==> config.mk <==
export PLATFORM = sky130hd
export DESIGN_NAME = fifo_trig_ctrl
export DESIGN_NICKNAME = d
export VERILOG_FILES = /design/src/rtl/fifo_trig_pkg.sv /design/src/rtl/char_queue.sv /design/src/rtl/trig_decode.sv /design/src/rtl/tx_irq_fsm.sv /design/src/rtl/fifo_trig_ctrl.sv
export SDC_FILE = /design/constraint.sdc
export NUM_CORES = 1
export LEC_CHECK = 0
export CORE_MARGIN = 4
export CORE_UTILIZATION = 30
export DETAILED_ROUTE_END_ITERATION = 16
export GPL_ROUTABILITY_DRIVEN = 0
export MAX_ROUTING_LAYER = met4
export SETUP_SLACK_MARGIN = 0.05
export SLEW_MARGIN = 10
export SYNTH_ARGS = -nofsm -noshare
export SYNTH_HDL_FRONTEND = slang
export SYNTH_SLANG_ARGS = --single-unit
==> constraint.sdc <==
create_clock -name clk -period 3.27 [get_ports clk]
set_input_delay 0.4905 -clock clk [delete_from_list [all_inputs] [get_ports clk]]
set_output_delay 0.4905 -clock clk [all_outputs]
set_load 0.03 [all_outputs]
==> src/rtl/fifo_trig_pkg.sv <==
package fifo_trig_pkg;
    localparam int unsigned Q_DEPTH = 64;
    localparam int unsigned Q_WIDTH = 8;

    typedef enum logic [1:0] {
        TX_EMPTY   = 2'd0,
        TX_UNDER   = 2'd1,
        TX_OVER    = 2'd2,
        TX_DRAINED = 2'd3
    } tx_state_e;

    typedef enum logic [1:0] {
        REG_CTRL   = 2'd0,
        REG_TABLE  = 2'd1,
        REG_PRG_RX = 2'd2,
        REG_PRG_TX = 2'd3
    } reg_addr_e;
endpackage

==> src/rtl/char_queue.sv <==
module char_queue #(
    parameter int unsigned WIDTH = 8,
    parameter int unsigned DEPTH = 64,
    localparam int unsigned AW = $clog2(DEPTH),
    localparam int unsigned CW = $clog2(DEPTH + 1)
) (
    input  logic             clk,
    input  logic             rst_n,
    input  logic             flush,
    input  logic             push,
    input  logic [WIDTH-1:0] din,
    input  logic             pop,
    output logic [WIDTH-1:0] dout,
    output logic [CW-1:0]    count,
    output logic             ovf
);
    logic [WIDTH-1:0] store [DEPTH];
    logic [AW-1:0]    wr_ptr, rd_ptr;
    logic             take_pop, take_push, full;

    assign full      = (count == CW'(DEPTH));
    assign take_pop  = pop && (count != '0) && !flush;
    assign take_push = push && !flush && (!full || take_pop);

    function automatic logic [AW-1:0] bump(input logic [AW-1:0] p);
        return (p == AW'(DEPTH - 1)) ? '0 : p + AW'(1);
    endfunction

    always_ff @(posedge clk) begin
        if (take_push) store[wr_ptr] <= din;
    end

    always_ff @(posedge clk or negedge rst_n) begin
        if (!rst_n) begin
            wr_ptr <= '0;
            rd_ptr <= '0;
            count  <= '0;
            ovf    <= 1'b0;
            dout   <= '0;
        end else if (flush) begin
            wr_ptr <= '0;
            rd_ptr <= '0;
            count  <= '0;
            ovf    <= 1'b0;
        end else begin
            if (take_push) wr_ptr <= bump(wr_ptr);
            if (take_pop) begin
                rd_ptr <= bump(rd_ptr);
                dout   <= store[rd_ptr];
            end
            count <= count + CW'(take_push) - CW'(take_pop);
            if (push && !take_push) ovf <= 1'b1;
        end
    end


    count_le_depth_chk: assert property (@(posedge clk) disable iff (!rst_n)
        count <= CW'(DEPTH));


    full_drop_chk: assert property (@(posedge clk) disable iff (!rst_n)
        (push && !pop && !flush && count == CW'(DEPTH)) |=> (count == CW'(DEPTH) && ovf));


    ovf_sticky_chk: assert property (@(posedge clk) disable iff (!rst_n)
        (ovf && !flush) |=> ovf);


    pop_empty_chk: assert property (@(posedge clk) disable iff (!rst_n)
        (pop && !push && !flush && count == '0) |=> (count == '0 && $stable(dout)));
endmodule

==> src/rtl/trig_decode.sv <==
module trig_decode #(
    parameter int unsigned CW = 7
) (
    input  logic [1:0]    tbl_sel,
    input  logic [1:0]    rx_code,
    input  logic [1:0]    tx_code,
    input  logic [CW-1:0] prg_rx,
    input  logic [CW-1:0] prg_tx,
    output logic [CW-1:0] rx_thr,
    output logic [CW-1:0] tx_thr
);
    always_comb begin
        rx_thr = CW'(1);
        tx_thr = CW'(1);
        unique case (tbl_sel)
            2'd0: begin
                unique case (rx_code)
                    2'd0: rx_thr = CW'(1);
                    2'd1: rx_thr = CW'(4);
                    2'd2: rx_thr = CW'(8);
                    2'd3: rx_thr = CW'(14);
                endcase
                tx_thr = CW'(1);
            end
            2'd1: begin
                unique case (rx_code)
                    2'd0: rx_thr = CW'(8);
                    2'd1: rx_thr = CW'(16);
                    2'd2: rx_thr = CW'(24);
                    2'd3: rx_thr = CW'(28);
                endcase
                unique case (tx_code)
                    2'd0: tx_thr = CW'(16);
                    2'd1: tx_thr = CW'(8);
                    2'd2: tx_thr = CW'(24);
                    2'd3: tx_thr = CW'(30);
                endcase
            end
            2'd2: begin
                unique case (rx_code)
                    2'd0: rx_thr = CW'(8);
                    2'd1: rx_thr = CW'(16);
                    2'd2: rx_thr = CW'(56);
                    2'd3: rx_thr = CW'(60);
                endcase
                unique case (tx_code)
                    2'd0: tx_thr = CW'(8);
                    2'd1: tx_thr = CW'(16);
                    2'd2: tx_thr = CW'(32);
                    2'd3: tx_thr = CW'(56);
                endcase
            end
            2'd3: begin
                rx_thr = prg_rx;
                tx_thr = prg_tx;
            end
        endcase
    end
endmodule

==> src/rtl/tx_irq_fsm.sv <==
module tx_irq_fsm
    import fifo_trig_pkg::*;
#(
    parameter int unsigned CW = 7
) (
    input  logic          clk,
    input  logic          rst_n,
    input  logic [CW-1:0] count_i,
    input  logic [CW-1:0] thr_i,
    output logic          irq_o
);
    tx_state_e state_q, state_d;

    always_ff @(posedge clk or negedge rst_n) begin
        if (!rst_n) state_q <= TX_EMPTY;
        else        state_q <= state_d;
    end

    always_comb begin
        state_d = state_q;
        if (count_i == '0) begin
            state_d = TX_EMPTY;
        end else begin
            unique case (state_q)
                TX_EMPTY:   state_d = (count_i > thr_i) ? TX_OVER : TX_UNDER;
                TX_UNDER:   if (count_i > thr_i) state_d = TX_OVER;
                TX_OVER:    if (count_i < thr_i) state_d = TX_DRAINED;
                TX_DRAINED: if (count_i > thr_i) state_d = TX_OVER;
            endcase
        end
    end

    always_comb begin
        unique case (state_q)
            TX_EMPTY, TX_DRAINED: irq_o = 1'b1;
            TX_UNDER, TX_OVER:    irq_o = 1'b0;
        endcase
    end


    empty_irq_chk: assert property (@(posedge clk) disable iff (!rst_n)
        (count_i == '0) |=> irq_o);


    below_irq_chk: assert property (@(posedge clk) disable iff (!rst_n)
        (state_q == TX_OVER && count_i != '0 && count_i < thr_i) |=> irq_o);


    under_quiet_chk: assert property (@(posedge clk) disable iff (!rst_n)
        (state_q == TX_UNDER && count_i != '0 && count_i <= thr_i) |=> !irq_o);
endmodule

==> src/rtl/fifo_trig_ctrl.sv <==
module fifo_trig_ctrl
    import fifo_trig_pkg::*;
#(
    parameter int unsigned WIDTH = Q_WIDTH,
    parameter int unsigned DEPTH = Q_DEPTH,
    localparam int unsigned CW = $clog2(DEPTH + 1)
) (
    input  logic             clk,
    input  logic             rst_n,
    input  logic             cfg_we,
    input  logic [1:0]       cfg_addr,
    input  logic [7:0]       cfg_wdata,
    output logic [7:0]       ctrl_rd,
    input  logic             rx_push,
    input  logic [WIDTH-1:0] rx_din,
    input  logic             rx_pop,
    output logic [WIDTH-1:0] rx_dout,
    output logic [CW-1:0]    rx_count,
    output logic             rx_ovf,
    input  logic             tx_push,
    input  logic [WIDTH-1:0] tx_din,
    input  logic             tx_pop,
    output logic [WIDTH-1:0] tx_dout,
    output logic [CW-1:0]    tx_count,
    output logic             tx_ovf,
    output logic             rx_int,
    output logic             tx_int
);
    logic          q_on, xfer_mode;
    logic [1:0]    rx_code, tx_code, tbl_sel;
    logic [CW-1:0] prg_rx, prg_tx, rx_thr, tx_thr;
    logic          ctrl_wr, ctrl_ok, rx_flush, tx_flush;

    assign ctrl_wr  = cfg_we && (cfg_addr == REG_CTRL);
    assign ctrl_ok  = ctrl_wr && cfg_wdata[0];
    assign rx_flush = ctrl_ok && cfg_wdata[1];
    assign tx_flush = ctrl_ok && cfg_wdata[2];

    always_ff @(posedge clk or negedge rst_n) begin
        if (!rst_n) begin
            q_on      <= 1'b0;
            xfer_mode <= 1'b0;
            rx_code   <= '0;
            tx_code   <= '0;
            tbl_sel   <= '0;
            prg_rx    <= CW'(1);
            prg_tx    <= CW'(1);
        end else if (cfg_we) begin
            unique case (cfg_addr)
                REG_CTRL: begin
                    q_on <= cfg_wdata[0];
                    if (cfg_wdata[0]) begin
                        xfer_mode <= cfg_wdata[3];
                        tx_code   <= cfg_wdata[5:4];
                        rx_code   <= cfg_wdata[7:6];
                    end
                end
                REG_TABLE:  tbl_sel <= cfg_wdata[1:0];
                REG_PRG_RX: prg_rx  <= CW'(cfg_wdata);
                REG_PRG_TX: prg_tx  <= CW'(cfg_wdata);
            endcase
        end
    end

    assign ctrl_rd = {rx_code, tx_code, xfer_mode, 2'b00, q_on};

    char_queue #(.WIDTH(WIDTH), .DEPTH(DEPTH)) u_rxq (
        .clk(clk), .rst_n(rst_n), .flush(rx_flush), .push(rx_push), .din(rx_din),
        .pop(rx_pop), .dout(rx_dout), .count(rx_count), .ovf(rx_ovf)
    );

    char_queue #(.WIDTH(WIDTH), .DEPTH(DEPTH)) u_txq (
        .clk(clk), .rst_n(rst_n), .flush(tx_flush), .push(tx_push), .din(tx_din),
        .pop(tx_pop), .dout(tx_dout), .count(tx_count), .ovf(tx_ovf)
    );

    trig_decode #(.CW(CW)) u_dec (
        .tbl_sel(tbl_sel), .rx_code(rx_code), .tx_code(tx_code),
        .prg_rx(prg_rx), .prg_tx(prg_tx), .rx_thr(rx_thr), .tx_thr(tx_thr)
    );

    tx_irq_fsm #(.CW(CW)) u_txfsm (
        .clk(clk), .rst_n(rst_n), .count_i(tx_count), .thr_i(tx_thr), .irq_o(tx_int)
    );

    assign rx_int = (rx_count >= rx_thr);


    ctrl_gate_chk: assert property (@(posedge clk) disable iff (!rst_n)
        (ctrl_wr && !cfg_wdata[0]) |=> (ctrl_rd[0] == 1'b0 && ctrl_rd[7:3] == $past(ctrl_rd[7:3])));


    rx_flush_chk: assert property (@(posedge clk) disable iff (!rst_n)
        (ctrl_wr && cfg_wdata[0] && cfg_wdata[1]) |=> (rx_count == '0 && ctrl_rd[2:1] == 2'b00));


    tx_flush_chk: assert property (@(posedge clk) disable iff (!rst_n)
        (ctrl_wr && cfg_wdata[0] && cfg_wdata[2]) |=> (tx_count == '0));


    rx_quiet_chk: assert property (@(posedge clk) disable iff (!rst_n)
        (rx_count == '0 && rx_thr != '0) |-> !rx_int);
endmodule

* Word-level counts from Yosys, hierarchy flattened
Memories as Yosys holds them, arrays and structs flattened. A register that Yosys moved wholly into a read port is not among the register bits.
Index checks and enable logic that the tools add are counted.
** Word-level totals
- Register bits :: 64
- RAM bits :: 1024
- Bits of input ports :: 33
- Output and inout port bits :: 42
- Logic and storage cells :: 138
- Memories kept :: 2
** Cells by class
- Add/subtract/negate cells :: 8
- $lt $le $gt $ge :: 3
- Equality and inequality tests :: 23
- Mux-type cells :: 35
- Bitwise operators :: 2
- Reductions and logical operators :: 49
** Memory list
- u_rxq.store :: words 64, width 8, rd ports 1, clocked after memory_dff 1, write ports 1, RTL line char_queue.sv:17 : logic [WIDTH-1:0] store [DEPTH];
- u_txq.store :: words 64, width 8, rd ports 1, clocked after memory_dff 1, write ports 1, RTL line char_queue.sv:17
** Operator list (number)
- 7-bit one-hot mux with 4 select lines :: 7
- 6-bit two-way mux :: 12
- 6-bit by 1-bit adder with 6-bit output (second input constant) :: 4
- 6-bit == test (second input constant) :: 4
- 2-bit == test (second input constant) :: 10
- 7-bit by 1-bit adder with 7-bit output :: 2
- 7-bit == test (second input constant) :: 2
- 1-bit logical AND :: 14
- 7-bit two-way mux :: 2
- 2-bit AND reduction :: 7
- 7-bit nonzero test :: 2
- 7-bit by 1-bit subtractor with 7-bit output :: 2
- 2-bit nonzero test :: 6
- 2-bit by 1-bit == test with 1-bit output (second input constant) :: 5
- 2-bit zero test :: 5
- 1-bit zero test :: 8
- 1-bit two-way mux :: 8
- 2-bit two-way mux :: 4
- 7-bit >= comparator :: 1
- 7-bit > comparator :: 1
- 7-bit zero test :: 1
- 7-bit less-than comparator :: 1
- 3-bit by 1-bit inequality test with 1-bit output (second input constant) :: 2
- 2-bit one-hot mux with 3 select lines :: 1
- 5 further kinds :: 9

* Longest topological paths before layout
- Depth after elaboration :: 12
- Gate-level depth with buffers :: 17
- Gate-level depth less buffers :: 16

* By module
From an unflattened synthesis, not the netlist that was laid out.
** Unflattened totals
- Cell total of the unflattened synthesis :: 2546
- Area total of the unflattened synthesis :: 44795.5 sq um
** Modules (own cells, without submodules)
- char_queue (u_rxq) :: instances 1, cells each 1184, area an instance 21543.2 sq um, sequential area each 16075.4 sq um
- char_queue (u_txq) :: instances 1, cells each 1184, area an instance 21468.1 sq um, sequential area each 16075.4 sq um
- fifo_trig_ctrl :: instances 1, cells each 83, area an instance 1057.3 sq um, sequential area each 553.0 sq um
- tx_irq_fsm :: instances 1, cells each 48, area an instance 382.9 sq um, sequential area each 50.0 sq um
- trig_decode :: instances 1, cells each 47, area an instance 344.1 sq um, sequential area each 0.0 sq um

* Least setup slack after synthesis
OpenSTA, ideal clock, no wires.
- Path kind :: register to register
- From :: reg u_txq.count[2]
- To :: reg u_txq.count[6]
- Library setup time :: 0.140 ns
- Data arrival time :: 3.432 ns
- Data required time :: 3.130 ns
- Path slack :: -0.302 ns
- Stages on the path, launching flop included :: 18
- Path buffers :: 1
- Clock period less this slack :: 3.572 ns
- Cell sequence :: dfrtp_1 > inv_1 > ha_1 > nor4bb_1 > a221o_1 > clkbuf_1 > inv_1 > ha_1 > inv_1 > ha_1 > inv_1 > fa_1 > nand2b_1 > a21oi_1 > o21ai_0 > a21oi_1 > or3_1 > a21oi_1
** Between the ends
- Longest elaborated chain between the ends :: 8
- Elaborated cells between the ends (all ways) :: 10
- Those cells by class :: 2 x add/sub; 1 x eq/ne; 1 x mux; 6 x reduce/logical
** RTL lines
- start: declaration :: RTL line char_queue.sv:14 : output logic [CW-1:0] count,
- start signal: assignment :: RTL line char_queue.sv:51 : count <= count + CW'(take_push) - CW'(take_pop);
- 7-bit nonzero test :: RTL line char_queue.sv:22 : assign take_pop = pop && (count != '0) && !flush;
- 1-bit logical AND (2 in a row) :: RTL line char_queue.sv:22
- 1-bit logical OR :: RTL line char_queue.sv:23 : assign take_push = push && !flush && (!full || take_pop);
- 1-bit logical AND :: RTL line char_queue.sv:23
- 7-bit by 1-bit adder with 7-bit output :: RTL line char_queue.sv:51
- 7-bit by 1-bit subtractor with 7-bit output (*) :: RTL line char_queue.sv:51
- 7-bit two-way mux (*) :: RTL line char_queue.sv:40 : end else if (flush) begin
Mark *: on every way between the ends. The rest lies on a longest branch, timed or not.
A chain may end at the register's enable or synchronous reset.

* Worst setup path after layout
- From :: reg tbl_sel[0]
- To :: out rx_int
** Between the ends
- Longest elaborated chain between the ends :: 3
- Elaborated cells between the ends (all ways) :: 6
- Those cells by class :: 1 x order compare; 3 x eq/ne; 1 x mux; 1 x reduce/logical
** RTL lines
- start: declaration :: RTL line fifo_trig_ctrl.sv:30 : logic [1:0] rx_code, tx_code, tbl_sel;
- start signal: assignment :: RTL line fifo_trig_ctrl.sv:58 : REG_TABLE: tbl_sel <= cfg_wdata[1:0];
- 2-bit == test (tied with other cells) :: RTL line trig_decode.sv:15 : unique case (tbl_sel)
- 7-bit one-hot mux with 4 select lines (*) :: RTL line trig_decode.sv:15
- 7-bit >= comparator (*) :: RTL line fifo_trig_ctrl.sv:86 : assign rx_int = (rx_count >= rx_thr);
- end: declaration :: RTL line fifo_trig_ctrl.sv:26 : output logic rx_int,
Marks and branches as above.

==> run_summary.xml <==
<?xml version="1.0" encoding="UTF-8"?>
<metrics>
  <group name="logic_synthesis">
    <metric name="post_synth_mux_area_share" unit="">0.1456</metric>
    <metric name="synth_cells" unit="">2348</metric>
    <metric name="combinational_family_with_the_most_area_after_synthesis" unit="">multiplexers</metric>
    <metric name="synthArstFlopShare" unit="">0.07246</metric>
    <metric name="post_synth_main_area_contributors" unit="">edfxtp_1 (70%), mux4_2 (11%), dfrtp_1 (4.4%)</metric>
    <metric name="synth-seq-area-share" unit="">0.7404</metric>
    <metric name="synth.ff_latch_count" unit="">1104</metric>
    <metric name="synth.lib_cells_used.distinct" unit="">69</metric>
    <metric name="post-synth-top-area-fraction" unit="">0.6951</metric>
    <metric name="synthesis.yosys.warnings" unit="">0</metric>
    <metric name="count_of_flip_flops_with_a_built_in_enable_after_synthesis" unit="">1024</metric>
    <metric name="yosys.area_share.xor_xnor" unit="">0.003168</metric>
    <metric name="syn_area_per_cell" unit="um^2">18.84</metric>
    <metric name="synthSimpleGateAreaFrac" unit="">0.04177</metric>
    <metric name="post-synth-top-area-cell" unit="">edfxtp_1</metric>
    <metric name="most_used_flip_flop_cell_after_synthesis" unit="">edfxtp_1</metric>
    <metric name="synthesis.area" unit="um^2">44240</metric>
    <metric name="synth_adder_area_share" unit="">0.01380</metric>
    <metric name="fraction_of_the_mapped_netlist_area_in_compound_gates" unit="">0.03821</metric>
  </group>
  <group name="status">
    <metric name="outcome" unit="">finished with violations</metric>
    <metric name="violations" unit="">setup timing</metric>
  </group>
  <group name="final_layout">
    <metric name="final_nets" unit="">2716</metric>
    <metric name="fraction_of_layout_instances_using_a_drive_strength_above_1" unit="">0.2784</metric>
    <metric name="areaGrowthSynthToFinish" unit="%">18.19</metric>
    <metric name="layout_common_cells" unit="">edfxtp_1 (1024), buf_4 (233), mux4_2 (223)</metric>
    <metric name="mostFrequentLayoutCell" unit="">edfxtp_1</metric>
    <metric name="filler_cell_count" unit="">13630</metric>
    <metric name="postLayoutCellArea" unit="um^2">52290</metric>
  </group>
  <group name="cts">
    <metric name="cts_root_buf" unit="">clkbuf_16</metric>
    <metric name="htree_num_levels" unit="">3</metric>
    <metric name="cts.sink_count" unit="">1104</metric>
    <metric name="tritoncts" unit="">yes</metric>
    <metric name="clk_transition_reported_paths" unit="ns">0.06</metric>
    <metric name="clkLatencyLatePin" unit="ns">0.73</metric>
    <metric name="clockBufferDepth" unit="">3</metric>
    <metric name="cts-buffers-inserted" unit="">106</metric>
  </group>
  <group name="die">
    <metric name="floorplan.die.width" unit="um">392.0</metric>
    <metric name="chipHeight" unit="um">392.0</metric>
    <metric name="design.die.area" unit="um^2">153700</metric>
    <metric name="initial_core_util" unit="">0.3028</metric>
    <metric name="core_area" unit="um^2">146100</metric>
    <metric name="boundaryPins" unit="">75</metric>
    <metric name="num_rows" unit="">140</metric>
  </group>
  <group name="sta">
    <metric name="timing.final.crit_share" unit="">1.014</metric>
    <metric name="rsz0062_at_grt" unit="">true</metric>
    <metric name="relative_slew_slack" unit="">0.3689</metric>
    <metric name="maxClockFrequency" unit="MHz">301.5</metric>
    <metric name="finalHoldViolCount" unit="">0</metric>
    <metric name="fin_worst_skew" unit="ns">0.05784</metric>
    <metric name="fin_ws" unit="ns">-0.04625</metric>
    <metric name="fin_setup_tns" unit="ns">-0.04625</metric>
    <metric name="holdWs" unit="ns">0.2729</metric>
    <metric name="tightestPinTransition" unit="ns">0.9445</metric>
    <metric name="slew_violations" unit="">0</metric>
    <metric name="timing.final.crit_period" unit="ns">3.316</metric>
    <metric name="final-setup-viol-count" unit="">1</metric>
  </group>
  <group name="route">
    <metric name="dr_total_vias" unit="">22600</metric>
    <metric name="route.detailed.drc" unit="">0</metric>
    <metric name="ant_nets" unit="">0</metric>
    <metric name="post_drt_via_cell_ratio" unit="">4.870</metric>
    <metric name="total_detailed_routing_wirelength" unit="mm">104.0</metric>
    <metric name="post_drt_wl_per_cell" unit="um">22.42</metric>
    <metric name="drt-initial-drc-count" unit="">2015</metric>
    <metric name="drt-pass1-iter-count" unit="">5</metric>
  </group>
  <group name="power">
    <metric name="pwr_density_cell" unit="nW/um^2">766.9</metric>
    <metric name="total_power" unit="uW">40100</metric>
    <metric name="power.ir.vdd_worst" unit="mV">0.7159</metric>
    <metric name="total_leakage_power" unit="uW">0.01708</metric>
  </group>
  <group name="critical_path">
    <metric name="chain_of_cells_forming_the_critical_path" unit="">or3_4 -&gt; o21ai_2 -&gt; ha_1 -&gt; nand2b_4 -&gt; a21o_1 -&gt; a21o_1 -&gt; a21o_1 -&gt; a21oi_2 -&gt; o21ai_1 -&gt; buf_4</metric>
    <metric name="crit_type" unit="">flip-flop to output pin</metric>
    <metric name="cp.required" unit="ns">2.78</metric>
    <metric name="critPathMaxStageDelay" unit="ns">0.40</metric>
    <metric name="timing.critical_path.to_type" unit="">output pin</metric>
    <metric name="crit-reg2reg-launch" unit="">u_txq.count[3]</metric>
    <metric name="cp_max_fo" unit="">2</metric>
    <metric name="cp_common_cell" unit="">a21o_1</metric>
    <metric name="critical_path.startpoint_type" unit="">flip-flop</metric>
    <metric name="setup.worst_path.start" unit="">tbl_sel[0]</metric>
    <metric name="cpMaxStageDelayCell" unit="">dfrtp_1</metric>
    <metric name="critPathArrivalTime" unit="ns">2.83</metric>
  </group>
  <group name="flow_run">
    <metric name="drv_cap" unit="">0</metric>
  </group>
  <group name="placement">
    <metric name="post_dp_cell_area" unit="um^2">48640</metric>
    <metric name="hpwl" unit="mm">65.53</metric>
    <metric name="numPortBuffers" unit="">72</metric>
    <metric name="place_worst_setup_slack" unit="ns">-0.3185</metric>
  </group>
  <group name="global_routing">
    <metric name="antenna_found_initial" unit="">0</metric>
    <metric name="grt_start_max_net_pins" unit="">81</metric>
    <metric name="grt_first_pass_wirelength" unit="mm">154.6</metric>
    <metric name="grt_remaining_overflow" unit="">0</metric>
    <metric name="overall_track_demand_over_capacity_in_global_routing" unit="">0.1383</metric>
    <metric name="first_global_vias" unit="">22870</metric>
  </group>
  <group name="hold_path">
    <metric name="hp-start" unit="">tx_din[2]</metric>
    <metric name="hold_path.class" unit="">input port to flip-flop</metric>
  </group>
</metrics>
cell type report:
class	count	area, um^2	share of cell area
clock inverters	64	709.4	0.01357
flip-flops and latches	1104	32780	0.6269
clock buffers	130	2784	0.05324
inverters	41	153.9	0.002943
multi-input cells	1073	10830	0.2070
repair buffers	311	2635	0.05039
well taps	1917	2399	0.04587
diodes	1	2.502	0.00004786
metrics by stage:
step | instances | util
5_1_grt | 4640 | 0.3579
4_1_cts | 4631 | 0.3570
3_3_place_gp | 4436 | 0.3329
3_5_place_dp | 4436 | 0.3329
6_report | 4641 | 0.3579
2_1_floorplan | 2349 | -
synthesized netlist by cell type (12+ instances only):
cell type and instances:
a21oi_1 47, a22oi_1 65, a31oi_1 12, buf_1 26
buf_2 32, clkbuf_1 59, dfrtp_1 78, edfxtp_1 1024
ha_1 44, inv_1 40, mux2_2 77, mux2i_1 55
mux4_2 223, nand2_1 62, nand3_1 40, nor2_1 190
nor2b_1 15, o21ai_0 37, o22ai_1 36
worst max-delay path: cells and delay by family (launching register included):
family                     cells  cell delay (ns)
AOI/OAI and AO/OA              6             0.78
and+or+nand+nor                2             0.52
DFF                            1             0.40
adders and majority gates      1             0.24
buffers and inverters          1             0.17
final timing paths:
path | cells past startpoint | end | slack (ns)
worst max-delay path | 10 | rx_int | -0.05
worst min-delay path | 1 | u_txq.store[43][2] | 0.27
worst max register to register | 16 | u_txq.count[6] | 0.29
worst min register to register | 2 | q_on | 0.48
max in group asynchronous | 3 | u_txq.rd_ptr[0] | 2.34
min in group asynchronous | 3 | u_rxq.dout[1] | 0.29
report_power, final:
group / switching [uW] / total (uW) / internal (uW)
logic: 6090 / 10800 / 4740
clock network: 5320 / 12300 / 6970
registers: 781 / 17000 / 16200
total: 12200 / 40100 / 27900
registers in the layout, summed over array words and instances, names as in the netlist, 2 cells and up:
| name | flops |
|---|---|
| tx_code | 2 |
| prg_rx | 7 |
| tbl_sel | 2 |
| u_txq.count | 7 |
| u_txq.dout | 8 |
| u_rxq.wr_ptr | 6 |
| u_txq.rd_ptr | 6 |
| rx_code | 2 |
| u_txq.store | 512 |
| u_rxq.rd_ptr | 6 |
| u_rxq.count | 7 |
| u_rxq.store | 512 |
| u_rxq.dout | 8 |
| u_txq.wr_ptr | 6 |
| prg_tx | 7 |
| u_txfsm.state_q | 2 |
timing repair:
item / in CTS / in global routing
hold buffers: 1 / 0
gates cloned: 0 / 0
buffers inserted: 0 / 9
gates resized for setup: 13 / 19
pin swaps: 8 / 12
setup endpoints to repair: 1 / 3
endpoints found under the hold margin: 78 / 0
logic make-up after synthesis:
kind of cell | after synthesis
compound gates | 256
flops | 1104
xor+xnor | 16
fa+ha+maj | 48
buf+inv | 172
mux | 355
simple gates | 396
other cells | 1
routing by layer:
layer	vias to the layer above	wire [um]	share of wire	GRT usage
met4	0	2263	0.022	0.03448
met5	-	0	0	-
met1	11700	46470	0.45	0.1906
met2	679	49970	0.48	0.2165
met3	140	5333	0.051	0.02073
li1	10080	-	-	-
(Power assumes the default switching activity.)
